**src/rtl/dv_pkg.sv**
```systemverilog
package dv_pkg;

  localparam int unsigned DV_MODE_W = 2;

  typedef enum logic [DV_MODE_W-1:0] {
    DV_ALWAYS = 2'b00,
    DV_SLOW   = 2'b01,
    DV_MEDIUM = 2'b10,
    DV_FAST   = 2'b11
  } dv_mode_e;

  typedef struct packed {
    logic rssi;
    logic qual;
    logic lock;
  } dv_flags_t;

  localparam int unsigned DV_FLAG_W = $bits(dv_flags_t);

endpackage

```
**src/rtl/dv_rst_sync.sv**
```systemverilog
module dv_rst_sync #(
  parameter int unsigned STAGES = 2
) (
  input  logic clk,
  input  logic rst_n,
  output logic rst_core_n
);

  generate
    if (STAGES <= 1) begin : g_single
      logic stage_q;
      always_ff @(posedge clk or negedge rst_n) begin
        if (!rst_n) stage_q <= 1'b0;
        else        stage_q <= 1'b1;
      end
      assign rst_core_n = stage_q;
    end else begin : g_chain
      logic [STAGES-1:0] chain_q;
      logic [STAGES-1:0] chain_d;
      always_comb chain_d = {chain_q[STAGES-2:0], 1'b1};
      always_ff @(posedge clk or negedge rst_n) begin
        if (!rst_n) chain_q <= '0;
        else        chain_q <= chain_d;
      end
      assign rst_core_n = chain_q[STAGES-1];
    end
  endgenerate

endmodule

```
**src/rtl/dv_hyst_latch.sv**
```systemverilog
module dv_hyst_latch
  import dv_pkg::*;
(
  input  logic      clk,
  input  logic      rst_n,
  input  logic      active_i,
  input  dv_flags_t flags_i,
  output logic      state_d_o,
  output logic      state_q_o
);

  logic all_high;
  logic none_high;
  logic state_q;
  logic state_d;
  logic state_en;

  always_comb begin
    all_high  = &flags_i;
    none_high = ~|flags_i;
    state_d   = state_q;
    if (!active_i)      state_d = 1'b0;
    else if (all_high)  state_d = 1'b1;
    else if (none_high) state_d = 1'b0;
    state_en  = (state_d != state_q);
  end

  always_ff @(posedge clk or negedge rst_n) begin
    if (!rst_n)        state_q <= 1'b0;
    else if (state_en) state_q <= state_d;
  end

  assign state_d_o = state_d;
  assign state_q_o = state_q;

endmodule

```
**src/rtl/dv_policy.sv**
```systemverilog
module dv_policy
  import dv_pkg::*;
(
  input  dv_mode_e  mode_i,
  input  dv_flags_t flags_i,
  input  logic      slow_d_i,
  output logic      valid_d_o
);

  always_comb begin
    unique case (mode_i)
      DV_ALWAYS: valid_d_o = 1'b1;
      DV_SLOW:   valid_d_o = slow_d_i;
      DV_MEDIUM: valid_d_o = flags_i.lock & (flags_i.rssi | flags_i.qual);
      DV_FAST:   valid_d_o = flags_i.qual;
      default:   valid_d_o = 1'b0;
    endcase
  end

endmodule

```
**src/rtl/dv_valid_gen.sv**
```systemverilog
module dv_valid_gen
  import dv_pkg::*;
#(
  parameter int unsigned SYNC_STAGES = 2
) (
  input  logic                 clk,
  input  logic                 rst_n,
  input  logic [DV_MODE_W-1:0] mode_i,
  input  logic                 rssi_i,
  input  logic                 qual_i,
  input  logic                 lock_i,
  output logic                 valid_o
);

  logic      rst_core_n;
  dv_mode_e  mode;
  dv_flags_t flags;
  logic      slow_active;
  logic      slow_d;
  logic      slow_q;
  logic      valid_d;
  logic      valid_q;
  logic      valid_en;

  dv_rst_sync #(.STAGES(SYNC_STAGES)) u_rst (
    .clk        (clk),
    .rst_n      (rst_n),
    .rst_core_n (rst_core_n)
  );

  always_comb begin
    mode        = dv_mode_e'(mode_i);
    flags.rssi  = rssi_i;
    flags.qual  = qual_i;
    flags.lock  = lock_i;
    slow_active = (mode == DV_SLOW);
  end

  dv_hyst_latch u_hyst (
    .clk       (clk),
    .rst_n     (rst_core_n),
    .active_i  (slow_active),
    .flags_i   (flags),
    .state_d_o (slow_d),
    .state_q_o (slow_q)
  );

  dv_policy u_pol (
    .mode_i    (mode),
    .flags_i   (flags),
    .slow_d_i  (slow_d),
    .valid_d_o (valid_d)
  );

  always_comb valid_en = (valid_d != valid_q);

  always_ff @(posedge clk or negedge rst_core_n) begin
    if (!rst_core_n)   valid_q <= 1'b0;
    else if (valid_en) valid_q <= valid_d;
  end

  assign valid_o = valid_q;

endmodule

```
**config.mk**
```make
export PLATFORM = sky130hd
export DESIGN_NAME = dv_valid_gen
export DESIGN_NICKNAME = d
export VERILOG_FILES = /design/src/rtl/dv_pkg.sv /design/src/rtl/dv_rst_sync.sv /design/src/rtl/dv_hyst_latch.sv /design/src/rtl/dv_policy.sv /design/src/rtl/dv_valid_gen.sv
export SDC_FILE = /design/constraint.sdc
export NUM_CORES = 1
export LEC_CHECK = 0
export BUFFER_PORTS_ARGS = -buffer_cell sky130_fd_sc_hd__buf_2
export CAP_MARGIN = 20
export CORE_AREA = 10 10 47 49
export DETAILED_ROUTE_END_ITERATION = 16
export DIE_AREA = 0 0 57 59
export GPL_ROUTABILITY_DRIVEN = 0
export GPL_TIMING_DRIVEN = 0
export HOLD_SLACK_MARGIN = 0.15
export PLACE_DENSITY = 0.43
export SLEW_MARGIN = 20
export SYNTH_ARGS = -nofsm -noshare
export SYNTH_HDL_FRONTEND = slang
export SYNTH_HIERARCHICAL = 1
export SYNTH_SLANG_ARGS = --single-unit
```
**constraint.sdc**
```tcl
create_clock -name clk -period 0.8 [get_ports clk]
set_input_delay 0.08 -clock clk [delete_from_list [all_inputs] [get_ports clk]]
set_output_delay 0.08 -clock clk [all_outputs]
set_load 0.05 [all_outputs]
```
## Yosys cells after proc, flatten, opt, wreduce, memory -nomap -nowiden

Cells that the tools add are included.

- Register bits after elaboration: 4
- Input port bits: 7
- Output and inout bits: 1
- Word-level logic and storage cells: 17

- Reduce and logical (&&, ||, !) cells: 3
- Multiplexer cells: 4
- Eq/ne operators: 5
- Bitwise gates (word level): 2

Operators by type and width:

| kind | number |
|---|---|
| 2-bit == test, second input constant | 2 |
| 1-bit one-hot mux with 4 select lines | 1 |
| 1-bit two-way mux | 3 |
| 3-bit AND reduction | 1 |
| 3-bit OR reduction | 1 |
| 2-bit by 1-bit == test with 1-bit output, second input constant | 1 |
| 2-bit logical NOT | 1 |
| 1-bit inequality test | 2 |
| 1-bit bitwise AND | 1 |
| 1-bit bitwise OR | 1 |

## Depth between registers and ports, before layout

- Depth in word-level cells: 6
- Depth in mapped cells: 6
- Depth with buffers taken out: 5

## Modules after synthesis

The synthesis kept the hierarchy.

By module, submodules not included:

| module | cells each | area an instance (um2) | instances | sequential area each (um2) |
|---|---|---|---|---|
| dv_hyst_latch | 6 | 56.3 | 1 | 25.0 |
| dv_rst_sync | 3 | 53.8 | 1 | 50.0 |
| dv_valid_gen | 3 | 42.5 | 1 | 25.0 |
| dv_policy | 3 | 23.8 | 1 | 0.0 |

## Worst setup path after synthesis

Ideal clock, no wire load.

- Path type: register to register
- From: reg u_hyst.state_q, in the netlist u_hyst/state_q_o
- To: reg valid_q, in the netlist valid_o
- Arrival time: 0.855 ns
- Clock period less this slack: 0.970 ns
- Setup time: 0.115 ns
- Buffers on the path: 1
- Slack: -0.170 ns
- Data required time: 0.685 ns
- Stages on the path, launching flop included: 6
- Cells stage by stage: dfrtp_1 > a21oi_1 > o21ai_1 > mux2i_1 > a22oi_1 > clkbuf_1

- Cells in the longest elaborated chain, start to end: 5

Ends and longest elaborated chain:

| element | RTL line | source |
|---|---|---|
| start: declaration | dv_hyst_latch.sv:14 | `logic state_q;` |
| start signal: assignment | dv_hyst_latch.sv:30 | `else if (state_en) state_q <= state_d;` |
| 1-bit two-way mux * | dv_hyst_latch.sv:24 | `else if (none_high) state_d = 1'b0;` |
| 1-bit two-way mux * | dv_hyst_latch.sv:23 | `else if (all_high) state_d = 1'b1;` |
| 1-bit two-way mux * | dv_hyst_latch.sv:22 | `if (!active_i) state_d = 1'b0;` |
| named net slow_d | dv_valid_gen.sv:19 | `logic slow_d;` |
| 1-bit one-hot mux with 4 select lines * | dv_policy.sv:11 | `unique case (mode_i)` |
| named net valid_d | dv_valid_gen.sv:21 | `logic valid_d;` |
| 1-bit inequality test | dv_valid_gen.sv:55 | `always_comb valid_en = (valid_d != valid_q);` |
| end signal: assignment | dv_valid_gen.sv:59 | `else if (valid_en) valid_q <= valid_d;` |
| end: declaration | dv_valid_gen.sv:22 | `logic valid_q;` |

Mark *: on every way through the listed nets, which the timed path passes. The rest lies on a longest branch.
A chain may end at the register's enable or synchronous reset.

## Final worst setup path

Ends and elaborated chain as after synthesis.

==> summary.txt <==
Status
  • Status: finished with violations
  • Failing checks: setup timing

Power
  • PwrDens: about 1900 mW/mm2
  • Leak pwr: ~0.14 nW
  • Design Power: ~0.56 mW
  • Maximum VDD drop: between 400 and 500 uV

Timing
  • Tmin final: between 0.9 and 1 ns
  • Setup ws final: -0.1542 ns
  • Slew Viols, Final: 0
  • Maximum clock rate: between 1000 and 1500 MHz
  • Final period util: 1.193
  • Final Skew: 0.002628 ns
  • Endpoints failing hold: 0
  • Hold Slack: just over 0.1 ns
  • Setup violators final: 3
  • RSZ-0062 raised after global routing: true

Synthesis
  • Netlist Area Pre-Place: approximately 180 um2
  • Seq/Total Area, Yosys: 0.5674
  • Synth Net Count: 22
  • Netlist cell types: 11
  • Flops & latches, synth: 4
  • Leading area contributor after synthesis: dfrtp_1
  • Yosys top cell area share: 0.5674
  • Mapped Avg Cell Area: around 12 um2
  • Yosys warning count: 6
  • Post-synthesis cell count: 15
  • Synth top area cells: dfrtp_1 (57%), nor2b_4 (7.8%), o211ai_2 (7.1%), mux2i_1 (5.7%), o21ai_1 (5.7%)

Drt
  • Antenna-violating nets left: 0
  • Drt wl/cell: 11.49 um
  • DRC Markers: 0
  • First drt pass iteration count: 3
  • Initial DRC Count: 2
  • Via/cell ratio: 3.860
  • Overall routed net length: slightly below 500 um
  • Vias: 166

Clocking
  • CTS hold repair buffers: 2
  • Clk slew on worst S/H paths: roughly 0.03 ns
  • Clk_lat worst skew: between 0.2 and 0.25 ns
  • Cts bufs inserted: 3
  • CTS Buffer Depth: 2
  • H-Tree Depth: 1
  • CTS tree: built
  • Clock sink total: 4
  • CTS root buf: clkbuf_4

Setup path
  • Critical Path Start Type: register
  • Worst reg2reg setup slack: -0.15 ns
  • CP required: 0.90 ns
  • Crit. End Element: register
  • WS Path Type: reg2reg
  • Worst r2r src: u_hyst/state_q_o
  • CP cell instances: a21oi_2 > o21ai_1 > mux2i_1 > a22oi_1
  • Crit-path max FO: 2
  • Worst stage delay on the critical path: just under 0.4 ns
  • CP startpoint: u_hyst/state_q_o
  • Slowest CP cell: dfrtp_1
  • FF-to-FF End: valid_o
  • CP arrival: around 1.1 ns
  • R2R cell count: 4

Die
  • Core ar.: between 0.001 and 0.0015 mm2
  • Initial Utilization: 0.1259
  • IO Pins: 8
  • FP Rows: 14
  • Die Wd: 57 um
  • Die Ht: just under 60 um
  • Full die area: 0.003363 mm2

GRT
  • First-pass GRT wire length: ~890 um
  • Vias in the first global route: 200
  • Initial antenna violation count: 0
  • Largest net degree at the start of global routing: 4
  • Gr ovfl total: 0
  • Total global-route track usage: 0.03726

Layout
  • Commonest non-fill, non-tap cell in the layout: buf_2
  • Commonest cells after routing, fill and taps aside: buf_2 (6), dfrtp_1 (4), clkbuf_4 (3)
  • Final nets: 36
  • Antenna cells: 0
  • Area grow syn2layout: 65.25%
  • Fill cells: approximately 160
  • Fraction of layout cells with a size suffix above 1: 0.5556

Hold path
  • Hold depth: 2
  • Hold Path Origin: mode_i[0]
  • Hold endpoint: valid_o
  • Hold WC Path Type: in2reg

Placement
  • Dpl hpwl: 383 um
  • # port buffers: 7

Job
  • Max_cap viols: 0
[how the worst max path moves through the flow]
stage | endpoint | depth (start not counted)
final | valid_o | 4
after global routing | valid_o | 4
after CTS | valid_o | 4
after detailed placement | valid_o | 5
after global placement | valid_o | 5
after floorplan | valid_o | 5
[flip-flops by register name, indices dropped and copies added (netlist names)]
register,flops
u_hyst/state_q_o,1
u_rst/g_chain.chain_q,2
valid_o,1
[repair_timing]
| action | 4_1_cts | 5_1_grt |
|---|---|---|
| setup endpoints to repair | 2 | 3 |
| endpoints found under the hold margin | 6 | 1 |
| pin swaps | 3 | 2 |
| gates resized for setup | 4 | 0 |
| buffers inserted | 3 | 1 |
[cell usage after synthesis, drive strengths merged]
cell / count
a21oi: 1
a22oi: 1
clkbuf: 1
conb: 1
dfrtp: 4
mux2i: 1
nand2: 1
nor2b: 1
o211ai: 1
o21ai: 2
o22ai: 1
[area by class of cell]
| cell class | count | area [um2] | area share |
|---|---|---|---|
| Tap cell | 16 | 20.02 | 0.06867 |
| Sequential cell | 4 | 100.1 | 0.3433 |
| Multi-Input combinational cell | 10 | 80.08 | 0.2747 |
| Clock buffer | 3 | 22.52 | 0.07725 |
| Timing Repair Buffer | 10 | 68.82 | 0.2361 |
[logic make-up after synthesis]
group / Yosys count / share of synthesized area
AO/OA/AOI/OAI: 6 / 0.2340
flip-flops: 4 / 0.5674
buffers and inverters: 1 / 0.02126
multiplexers: 1 / 0.05674
AND/OR/NAND/NOR: 2 / 0.09925
other: 1 / 0.02126
[per-layer routing]
| metal | vias up | global-route usage | routed length (um) |
|---|---|---|---|
| met2 | 8 | 0.05271 | 222 |
| li1 | 79 | - | - |
| met1 | 79 | 0.02632 | 194 |
| met5 | - | 0 | 0 |
| met4 | 0 | 0.03356 | 0 |
| met3 | 0 | 0.04292 | 76 |
[power by group]
| group | switching [mW] | internal [mW] |
|---|---|---|
| combinational | 0.0504 | 0.0437 |
| sequential | 0.00461 | 0.215 |
| clock | 0.0781 | 0.168 |
[metrics by stage]
stage	util	std cells	setup slack, ns	TNS [ns]	area [um2]
6_report	0.2080	43	-0.1542	-0.2025	291.5
5_1_grt	0.2080	43	-0.2136	-0.3154	291.5
4_1_cts	0.2161	44	-0.1536	-0.2775	302.8
3_5_place_dp	0.1679	38	-0.2049	-0.2049	235.2
3_3_place_gp	0.1679	38	-0.1543	-0.1543	235.2
2_1_floorplan	-	15	-0.1357	-0.1357	180.2
[worst max-delay path: cells and delay by family (launching register included)]
kind | cells | cell delay [ns]
flip-flops | 1 | 0.39
AO/OA/AOI/OAI | 3 | 0.30
multiplexers | 1 | 0.13
Power figures use the tool's default switching activity.
